[config.mk]
export PLATFORM = sky130hd
export DESIGN_NAME = diag_spi_slave
export DESIGN_NICKNAME = d
export VERILOG_FILES = /design/src/rtl/diag_spi_pkg.sv /design/src/rtl/diag_spi_sync.sv /design/src/rtl/diag_spi_flags.sv /design/src/rtl/diag_spi_frame.sv /design/src/rtl/diag_spi_slave.sv
export SDC_FILE = /design/constraint.sdc
export NUM_CORES = 1
export LEC_CHECK = 0
export BUFFER_PORTS_ARGS = -buffer_cell sky130_fd_sc_hd__buf_2
export CAP_MARGIN = 20
export CORE_MARGIN = 2
export CORE_UTILIZATION = 59
export CTS_CLUSTER_SIZE = 14
export DETAILED_ROUTE_END_ITERATION = 16
export PLACE_DENSITY = 0.94
export RECOVER_POWER = 50
export SLEW_MARGIN = 20
export SYNTH_ARGS = -nofsm -noshare
export SYNTH_HDL_FRONTEND = slang
export SYNTH_SLANG_ARGS = --single-unit
[constraint.sdc]
create_clock -name clk -period 4.4 [get_ports clk]
set_input_delay 0.44 -clock clk [delete_from_list [all_inputs] [get_ports clk]]
set_output_delay 0.44 -clock clk [all_outputs]
set_load 0.1 [all_outputs]
[src/rtl/diag_spi_pkg.sv]
package diag_spi_pkg;

    typedef enum logic {
        PH_IDLE  = 1'b0,
        PH_SHIFT = 1'b1
    } phase_e;

    function automatic logic [7:0] bump_count(input logic [7:0] cnt, input logic [7:0] last);
        return (cnt == last) ? 8'd0 : cnt + 8'd1;
    endfunction

endpackage

[src/rtl/diag_spi_sync.sv]
module diag_spi_sync #(
    parameter int          N       = 3,
    parameter int          STAGES  = 2,
    parameter logic [N-1:0] RST_VAL = '0
) (
    input  logic         clk,
    input  logic         rst_n,
    input  logic [N-1:0] raw_in,
    output logic [N-1:0] sync_out
);

    for (genvar g = 0; g < N; g++) begin : g_bit
        logic [STAGES-1:0] chain_d, chain_q;

        always_comb begin
            chain_d = {chain_q[STAGES-2:0], raw_in[g]};
        end

        always_ff @(posedge clk or negedge rst_n) begin
            if (!rst_n) chain_q <= {STAGES{RST_VAL[g]}};
            else        chain_q <= chain_d;
        end

        assign sync_out[g] = chain_q[STAGES-1];
    end

endmodule

[src/rtl/diag_spi_flags.sv]
module diag_spi_flags #(
    parameter int W = 8
) (
    input  logic         clk,
    input  logic         rst_n,
    input  logic [W-1:0] fault_set,
    input  logic         clr,
    output logic [W-1:0] flags
);

    logic [W-1:0] flags_d, flags_q;

    always_comb begin
        flags_d = flags_q;
        if (clr) flags_d = '0;
        flags_d = flags_d | fault_set;
    end

    always_ff @(posedge clk or negedge rst_n) begin
        if (!rst_n) flags_q <= '0;
        else        flags_q <= flags_d;
    end

    assign flags = flags_q;

endmodule

[src/rtl/diag_spi_frame.sv]
module diag_spi_frame
    import diag_spi_pkg::*;
#(
    parameter int           W          = 8,
    parameter logic [W-1:0] CTRL_RST   = '0,
    parameter logic [W-1:0] SLEEP_CODE = 8'hA5
) (
    input  logic         clk,
    input  logic         rst_n,
    input  logic         cs_lvl,
    input  logic         sclk_lvl,
    input  logic         si_lvl,
    input  logic [W-1:0] flags,
    output logic         so_out,
    output logic         so_oe,
    output logic [W-1:0] ctrl,
    output logic         clr
);

    localparam int CW = $clog2(W);
    localparam logic [7:0] LAST = 8'(W - 1);

    typedef struct packed {
        phase_e       ph;
        logic [W-1:0] sh;
        logic [CW-1:0] cnt;
        logic         seen;
        logic         err;
        logic         so;
        logic [W-1:0] ctrl;
        logic         clr;
        logic         cs_p;
        logic         sclk_p;
    } st_t;

    localparam st_t RST_ST = '{
        ph: PH_IDLE, sh: '0, cnt: '0, seen: 1'b0, err: 1'b0, so: 1'b0,
        ctrl: CTRL_RST, clr: 1'b0, cs_p: 1'b1, sclk_p: 1'b0
    };

    st_t d, q;
    logic cs_fall, cs_rise, sclk_fall, sclk_rise, frame_ok, is_sleep;
    logic [7:0] cnt_ext;

    always_comb begin
        cs_fall   = q.cs_p & ~cs_lvl;
        cs_rise   = ~q.cs_p & cs_lvl;
        sclk_fall = q.sclk_p & ~sclk_lvl;
        sclk_rise = ~q.sclk_p & sclk_lvl;
        frame_ok  = !q.err && !sclk_lvl && q.seen && (q.cnt == '0);
        is_sleep  = (q.sh == SLEEP_CODE);
        cnt_ext   = bump_count(8'(q.cnt), LAST);

        d        = q;
        d.clr    = 1'b0;
        d.cs_p   = cs_lvl;
        d.sclk_p = sclk_lvl;

        case (q.ph)
            PH_IDLE: begin
                if (cs_fall) begin
                    d.ph   = PH_SHIFT;
                    d.sh   = flags;
                    d.so   = flags[W-1];
                    d.cnt  = '0;
                    d.seen = 1'b0;
                    d.err  = sclk_lvl;
                end
            end
            PH_SHIFT: begin
                if (cs_rise) begin
                    d.ph = PH_IDLE;
                    d.so = 1'b0;
                    if (frame_ok) begin
                        d.clr = 1'b1;
                        if (is_sleep) begin
                            d.ctrl = CTRL_RST;
                            d.sh   = '0;
                        end else begin
                            d.ctrl = q.sh;
                        end
                    end
                end else begin
                    if (sclk_fall) begin
                        d.sh   = {q.sh[W-2:0], si_lvl};
                        d.cnt  = cnt_ext[CW-1:0];
                        d.seen = 1'b1;
                    end
                    if (sclk_rise) begin
                        d.so = q.sh[W-1];
                    end
                end
            end
            default: d = RST_ST;
        endcase
    end

    always_ff @(posedge clk or negedge rst_n) begin
        if (!rst_n) q <= RST_ST;
        else        q <= d;
    end

    assign so_oe  = (q.ph == PH_SHIFT);
    assign so_out = q.so & (q.ph == PH_SHIFT);
    assign ctrl   = q.ctrl;
    assign clr    = q.clr;

endmodule

[src/rtl/diag_spi_slave.sv]
module diag_spi_slave #(
    parameter int                 FRAME_W    = 8,
    parameter int                 SYNC_DEPTH = 2,
    parameter logic [FRAME_W-1:0] CTRL_RST   = '0,
    parameter logic [FRAME_W-1:0] SLEEP_CODE = 8'hA5
) (
    input  logic               clk,
    input  logic               rst_n,
    input  logic               cs_n,
    input  logic               sclk,
    input  logic               si,
    input  logic [FRAME_W-1:0] fault_set,
    output logic               so_out,
    output logic               so_oe,
    output logic [FRAME_W-1:0] ctrl_out,
    output logic               flags_clr
);

    logic [2:0]         pins_sync;
    logic               cs_lvl, sclk_lvl, si_lvl;
    logic [FRAME_W-1:0] flags_q;

    diag_spi_sync #(
        .N       (3),
        .STAGES  (SYNC_DEPTH),
        .RST_VAL (3'b001)
    ) u_sync (
        .clk      (clk),
        .rst_n    (rst_n),
        .raw_in   ({si, sclk, cs_n}),
        .sync_out (pins_sync)
    );

    assign cs_lvl   = pins_sync[0];
    assign sclk_lvl = pins_sync[1];
    assign si_lvl   = pins_sync[2];

    diag_spi_flags #(.W(FRAME_W)) u_flags (
        .clk       (clk),
        .rst_n     (rst_n),
        .fault_set (fault_set),
        .clr       (flags_clr),
        .flags     (flags_q)
    );

    diag_spi_frame #(
        .W          (FRAME_W),
        .CTRL_RST   (CTRL_RST),
        .SLEEP_CODE (SLEEP_CODE)
    ) u_frame (
        .clk      (clk),
        .rst_n    (rst_n),
        .cs_lvl   (cs_lvl),
        .sclk_lvl (sclk_lvl),
        .si_lvl   (si_lvl),
        .flags    (flags_q),
        .so_out   (so_out),
        .so_oe    (so_oe),
        .ctrl     (ctrl_out),
        .clr      (flags_clr)
    );

endmodule

Word-level counts from Yosys, hierarchy flattened:

Index checks and enable logic that the tools add are counted.

* equality and inequality tests: 8
* add/sub/neg operators: 1
* reductions and logical operators: 11
* bitwise logic cells: 11
* mux-type cells: 16

Operators by type and width (number)
* 2-to-1 mux 8 bit: 4
* one-hot mux 13 bit (2 select lines): 1
* 2-to-1 mux 15 bit: 1
* 2-to-1 mux 12 bit: 1
* != test 3 bit (second input constant): 3
* AND reduction 3 bit: 3
* equality test 8 bit (second input constant): 1
* bitwise OR 8 bit: 1
* 2-to-1 mux 1 bit: 6
* AND 1 bit: 5
* NOT 1 bit: 5
* 2-to-1 mux 4 bit: 1
* != test 2 bit (second input constant): 2
* AND reduction 2 bit: 2
* adder 3 x 1 -> 3 bit (second input constant): 1
* equality test 3 bit (second input constant): 1
* logical AND 1 bit: 3
* zero test 3 bit: 1
* 2-to-1 mux 3 bit: 1
* zero test 1 bit: 2
* != test 2 x 1 -> 1 bit (second input constant): 1
* one-hot mux 1 bit (2 select lines): 1

* input port bits: 13
* word-level logic and storage cells: 61
* output and inout bits: 11
* register bits after elaboration: 40

Logic depth before layout (Yosys ltp):

Gate-level depths: netlist of run 1.

* depth after elaboration: 7
* gate-level depth with buffers: 6
* gate-level depth less buffers: 5

Modules after synthesis:

From an unflattened synthesis of run 1, not the netlist that was laid out.

* cell total of the unflattened synthesis: 146
* area total of the unflattened synthesis: 1732.9 µm²

Modules (own cells, without submodules)
* diag_spi_frame: area each 1293.7 µm², sequential area each 651.9 µm², instances 1, cells each 120
* diag_spi_flags: area each 264.0 µm², sequential area each 200.2 µm², instances 1, cells each 17
* diag_spi_sync: area each 175.2 µm², sequential area each 152.6 µm², instances 1, cells each 9

Worst setup path before layout of run 1:

OpenSTA, ideal clock, no wires.

* path kind: register to output
* start point: register u_frame.q, in the netlist u_frame.so_oe
* end point: output so_out
* slack: 1.713 ns
* arrival time: 2.247 ns
* required time: 3.960 ns
* buffers on the path: 2
* cell stages (with the launch flop): 4
* cell sequence: dfrtp_1 > clkbuf_1 > clkbuf_1 > and2_1

* word-level cells in the longest chain between the ends: 1

RTL lines
* start: declaration: RTL line diag_spi_frame.sv:41 `st_t d, q;`
* start signal: assignment: RTL line diag_spi_frame.sv:99 `if (!rst_n) q <= RST_ST;`
* start signal: assignment: RTL line diag_spi_frame.sv:100 `else q <= d;`
* AND 1 bit: RTL line diag_spi_frame.sv:104 `assign so_out = q.so & (q.ph == PH_SHIFT);`
* end: declaration: RTL line diag_spi_slave.sv:13 `output logic so_out,`

Every way passes these cells.

Final worst setup path of run 1:

* start point: register u_frame.q, in the netlist u_frame.so_oe
* end point: register u_frame.q[24] (netlist bit)

* word-level cells in the longest chain between the ends: 3
* elaborated cells between the ends (all ways): 6
* classes of those cells: eq/ne: 3; mux: 1; bitwise: 1; reduce/logical: 1

RTL lines
* NOT 1 bit (no source line)
* != test 2 x 1 -> 1 bit (no source line)
* AND reduction 3 bit (no source line)

Several ways; a longest one is shown, not always the timed one.
A chain may end at the register's enable or synchronous reset.

==> impl_results.md, run 1 <==
* Skew final at 0.0184 ns
* DRC at 0
* Post-layout min period at 2.07 ns
* Routed Wire Length at 2950 µm
* First-pass GRT wire length at 4950 µm
* Hold Buf Count CTS at 0
* Hpwl dp at 2180 µm
* Fmax at 0.483 GHz
* GRT Overall Usage at 20.1%
* Dpl cell area at 0.00180 mm²
* Syn Inst Count at 134
* Top cells by area, synth: dfrtp_1, dfstp_2, a21o_1
* Design Power at 1.03 mW
* Fill cells at 194
* Share of cells above drive strength 1 at 34.2%
* Post-synth net total at 150
* CTS root buffer: clkbuf_4
* Post-CTS Repair Setup Buffers at 0
* Final non-filler cell total at 183
* Initial DRC Count at 34
* Setup TNS at 0 ns
* Vias/cell at 5.79
* GRT Residual Overflow at 0
* Slew margin rel. at -32.0%
* # H-tree levels at 2
* Hold WC Path Type: input pin to register
* FF-to-FF End: u_frame.q[24]$_DFFE_PN0P_
* # rows at 19
* Final net count at 167
* Total die area at 0.00339 mm²
* Worst-path fanout max at 17
* CP max stage cell: or4b_4
* Hold Worst Slack at 0.197 ns
* Number of flops mapped to enable cells by yosys at 0
* Final core occ at 67.9%
* Failing checks: max-capacitance violations, max-slew violations
* Initial antenna violation count at 0
* Critical path arrival at 2.33 ns
* FF/Latch Area at 0.00100 mm²
* Most frequent cell after synthesis: dfrtp_1
* CP max stage delay at 0.66 ns
* Sequential share of the synthesized area at 57.9%
* Max clock buf depth at 2
* Worst VDD drop at 0.441 mV
* Hold Vio Cnt, Final at 0
* TritonCTS Buffers at 5
* CTS tree: done
* YS warnings at 0
* Number of I/O port buffers at 23
* CTS Sinks at 40
* Drt wl/cell at 16.1 µm
* Crit path required time at 4.67 ns
* GP Congestion at 0.834
* FF-to-FF path depth at 4
* Pre-Repair DR Iteration Count at 4
* Final setup violating endpoints at 0
* Initial core utilization at 62.4%
* Cell taking the most area after synthesis: dfrtp_1
* Syn_area_per_cell at 13.0 µm²
* Core area at 0.00278 mm²
* RSZ-0062 raised after global routing: no
* Remaining antenna violation count at 0
* Setup WS pre-CTS at 2.39 ns
* Pins over their slew limit at 41
* Hold Path Origin: cs_n
* Die X-Extent at 58.3 µm
* Hold path depth at 1
* Unique masters post-synth at 38
* RR Startpoint: u_frame.so_oe$_DFF_PN0_
* R2R setup slack at 2.33 ns
* Die H at 58.3 µm
* Worst slew pin tran at 1.98 ns
* Vias in the first global route at 1061
* Worst skew pair latency at 0.35 ns
* Top Ports at 24
* Fin crit share at 47.0%
* Most common library cells after synthesis: dfrtp_1, a21o_1, buf_4
* N_diodes at 0
* Ys flop type: dfrtp_1
* WS Path Type: register to register
* Final instance area at 0.00189 mm²
* Placed Cells incl. Taps at 175
* Post-synth top area share at 53.3%
* Multi-input gate area at 611 µm²
* Layout area overhead at 8.72%
* Vias at 1060
* Leakage at 0.879 nW
* Asr flop ratio synth at 100%
* Fin worst setup slack at 2.33 ns
* MaxCap Viol Count at 1
* Post-CTS sizing at 0
* Endpoint type of the worst setup path: register
* Flops & latches, synth at 40
* Cell Chain, Critical Path: nand3b_1 -> or4b_4 -> and2_1 -> o2bb2ai_1
* Launch point of the worst path: u_frame.so_oe$_DFF_PN0_
* Hold-critical path endpoint: u_sync.g_bit[0].chain_q[0]$_DFF_PN1_
* Mapped Area at 0.00174 mm²
* Power per cell area at 544 mW/mm²
* Outcome: complete, but fails checks
* Clock transition at the registers of the reported paths at 0.11 ns
* Largest net degree at the start of global routing at 41
* Startpoint Class: register
==> cells in the final DEF, fill, tap and decap left out, drive strengths merged <==
cell type	instances
dfrtp	37
buf	23
a21o	10
a22oi	7
nand2	7
clkbuf	7
o21ai	7
inv	6
mux2	6
o2bb2ai	5
a22o	5
nand2b	3
ha	3
and2	3
dfstp	3
nand3b	2
nor2	2
or3b	1
or4b	1
maj3	1
and4bb	1
and4b	1
nor3b	1
nor3	1
nor4b	1
nand4b	1
nor4	1
a32oi	1
or2b	1
a21oi	1
a221oi	1
bufinv	1
clkinv	1
==> per-layer routing <==
layer  part of all wire, %  GRT usage [%]  vias up
met1                    44           25.6      516
met2                    49           31.8       30
met4                   1.8           10.3        0
met5                     0              0        -
li1                      -              -      509
met3                   4.8           5.36        5
==> power breakdown <==
group          internal (mW)  leakage [nW]  switching, mW  total, mW
logic                 0.0834         0.354          0.212      0.295
registers              0.425         0.477         0.0526      0.477
clock network          0.136        0.0484          0.118      0.254
==> state kept, by name (all words and copies together) (netlist names) <==
signal and flops:
u_frame.clr 1, u_frame.q 16, u_sync.g_bit.chain_q 6, u_flags.flags 8, u_frame.ctrl 8, u_frame.so_oe 1
==> cell families after synthesis <==
| family | Yosys count | synth area share [%] |
|---|---|---|
| AND/OR/NAND/NOR | 27 | 10.4 |
| buffers and inverters | 20 | 6.99 |
| multiplexers | 6 | 4.76 |
| flip-flops | 40 | 57.9 |
| AO/OA/AOI/OAI | 37 | 17.2 |
| adder cells (fa/ha/maj) | 4 | 2.74 |
==> worst max-delay path, delay by kind of cell (launching register included) <==
family | cells | cell delay (ns)
compound gates | 1 | 0.19
flops | 1 | 0.65
simple gates | 3 | 1.15
==> final cells by class <==
| type | count | share of cell area, % |
|---|---|---|
| sequential | 40 | 53.2 |
| inverter | 6 | 1.19 |
| multi-input combinational | 74 | 32.3 |
| tap | 31 | 2.05 |
| timing repair buffer | 24 | 6.43 |
| clock inverter | 2 | 2.05 |
| clock buffer | 6 | 2.72 |
==> worst max-delay path by stage <==
| stage | slack, ns | to | cells after the start |
|---|---|---|---|
| final | 2.33 | u_frame.q[24]$_DFFE_PN0P_ | 4 |
| after floorplan | 1.71 | so_out | 3 |
| after detailed placement | 2.39 | u_frame.q[24]$_DFFE_PN0P_ | 4 |
| after CTS | 2.36 | u_frame.q[24]$_DFFE_PN0P_ | 4 |
| after global placement | 2.50 | u_frame.q[20]$_DFFE_PN0P_ | 4 |
| after global routing | 2.19 | u_frame.q[24]$_DFFE_PN0P_ | 5 |
Power figures use the tool's default switching activity.
==> run 2, diff against run 1 <==
Settings changed: CORE_UTILIZATION 59 to 50, PLACE_DENSITY 0.94 to 0.86.
Clock period 4.4 ns to 1.9 ns, I/O delays scaled along.
==> impl_results.md, run 2 (same netlist as run 1, synthesis figures left out) <==
* Outcome: finished clean
* Largest net degree at the start of global routing at 37
* Initial DRC Count at 31
* Remaining antenna violation count at 0
* Combinational cell fraction of total power at 29.9%
* Seq pwr share at 45.6%
* Final core occ at 61.7%
* Worst slew pin tran at 0.843 ns
* # H-tree levels at 2
* First-pass GRT wire length at 5420 µm
* Post-layout min period at 1.86 ns
* Layout area overhead at 18.5%
* CP max stage delay at 0.64 ns
* Total stage count of the critical path at 4
* MaxCap Viol Count at 0
* Initial antenna violation count at 0
* Endpoint type of the worst setup path: register
* Share of cells above drive strength 1 at 38.0%
* Setup TNS at 0 ns
* Worst Path Buf+Inv at 0
* Hold Worst Slack at 0.0159 ns
* Final setup violating endpoints at 0
* Cell Chain, Critical Path: or3b_1 -> or4b_4 -> o2bb2ai_4 -> o2bb2ai_1
* TritonCTS Buffers at 5
* Worst VDD drop at 0.598 mV
* Startpoint Class: register
* # rows at 21
* CTS Sinks at 40
* Largest Register: u_frame.q
* Crit path max-delay family: simple AND/OR/NAND/NOR gates
* GRT Residual Overflow at 0
* RSZ-0062 raised after global routing: yes
* Final non-filler cell total at 212
* RR Startpoint: u_sync.g_bit[1].chain_q[1]$_DFF_PN0_
* Die H at 62.9 µm
* Final net count at 181
* Post-CTS Repair Setup Buffers at 0
* Most frequent cells in the layout: dfrtp_1, buf_2, a21o_1, dlygate4sd3_1
* Sw Share at 37.2%
* Leakage at 0.950 nW
* Fin crit share at 97.9%
* Power per cell area at 1180 mW/mm²
* Worst-path fanout max at 12
* Routed Wire Length at 3220 µm
* Switching power at 0.901 mW
* Pins over their slew limit at 0
* Most common cell after layout, fill and taps aside: dfrtp_1
* Fill cells at 284
* Max clock buf depth at 2
* Dpl cell area at 0.00186 mm²
* Vias at 1111
* CTS root buffer: clkbuf_4
* WS Path Type: register to register
* Vias in the first global route at 1137
* Pre-Repair DR Iteration Count at 4
* Final instance area at 0.00206 mm²
* Fmax at 0.537 GHz
* Critical path arrival at 2.11 ns
* Number of I/O port buffers at 23
* R2R setup slack at 0.04 ns
* GP Congestion at 0.840
* Largest register FFs at 16
* Initial core utilization at 52.0%
* Drt wl/cell at 15.2 µm
* FF-to-FF path depth at 4
* GRT Overall Usage at 18.4%
* Total die area at 0.00396 mm²
* Worst Setup EP: u_frame.q[19]$_DFFE_PN0P_
* Placed Cells incl. Taps at 195
* Power share of the clock group at 24.5%
* Hold WC Path Type: input pin to register
* Clock transition at the registers of the reported paths at 0.12 ns
* P_int at 1.52 mW
* Skew final at 0.0128 ns
* Top Ports at 24
* Vias/cell at 5.24
* CTS tree: done
* CP max stage cell: or4b_4
* DRC at 0
* Worst skew pair latency at 0.36 ns
* N_diodes at 0
* FF-to-FF End: u_frame.q[19]$_DFFE_PN0P_
* Core area at 0.00334 mm²
* Crit path required time at 2.15 ns
* Die X-Extent at 62.9 µm
* Slew margin rel. at 43.8%
* Launch point of the worst path: u_sync.g_bit[1].chain_q[1]$_DFF_PN0_
* Hpwl dp at 2310 µm
* Hold Vio Cnt, Final at 0
## run 2: cell types whose count changed in the layout (fill, tap and decap cells not counted), sizes merged
cell	change
dlygate4sd3	+9
buf	+5
## run 2: timing repair
action                     4_1_cts  5_1_grt
hold endpoints to repair        39        1
resized for setup                2        2
cloned                           0        0
setup endpoints to repair        8        8
hold buffers                     8        1
## run 2: power by group through the flow
| stage | sequential, mW | clock [mW] | combinational [mW] |
|---|---|---|---|
| detailed placement | 1.12 | 0 | 0.703 |
| finish | 1.10 | 0.593 | 0.723 |
| CTS | 1.10 | 0.609 | 0.720 |
| global placement | 1.10 | 0 | 0.682 |
| floorplan | 1.10 | 0 | 0.631 |
| global route | 1.12 | 0.648 | 0.766 |
## run 2: metrics by stage
step / power [mW] / worst slack, ns
after global routing: 2.54 / -0.0304
after detailed placement: 1.82 / -0.0339
final: 2.42 / 0.0394
after global placement: 1.78 / 0.0299
after floorplan: 1.73 / -0.0730
after CTS: 2.43 / 0.0132
## run 2: area by class of cell
cell class / count / area [µm²] / share of cell area [%]
Multi-Input combinational cell: 74 / 629 / 30.6
Sequential cell: 40 / 1010 / 49.0
Clock buffer: 6 / 51.3 / 2.49
Tap cell: 46 / 57.6 / 2.80
Inverter: 6 / 22.5 / 1.09
Clock inverter: 2 / 38.8 / 1.88
Timing Repair Buffer: 38 / 250 / 12.2
## run 2: worst min-delay path by stage
stage / start / end / slack (ns) / depth (start not counted)
after floorplan: rst_n / u_flags.flags[0]$_DFF_PN0_ / -0.11 / 0
after global placement: rst_n / u_frame.ctrl[4]$_DFFE_PN0P_ / 0.28 / 1
after detailed placement: cs_n / u_sync.g_bit[0].chain_q[0]$_DFF_PN1_ / 0.30 / 1
after CTS: fault_set[0] / u_flags.flags[0]$_DFF_PN0_ / 0.004 / 2
after global routing: fault_set[5] / u_flags.flags[5]$_DFF_PN0_ / 0.0006 / 2
final: fault_set[5] / u_flags.flags[5]$_DFF_PN0_ / 0.02 / 2
## run 2: routing by layer
| layer | track usage, % | share of wire [%] | routed length (µm) | up-vias |
|---|---|---|---|---|
| met5 | 0 | 0 | 0 | - |
| met2 | 28.9 | 51 | 1640 | 26 |
| li1 | - | - | - | 536 |
| met1 | 23.5 | 43 | 1390 | 544 |
| met4 | 7.78 | 1.9 | 60 | 0 |
| met3 | 5.95 | 4.1 | 131 | 5 |
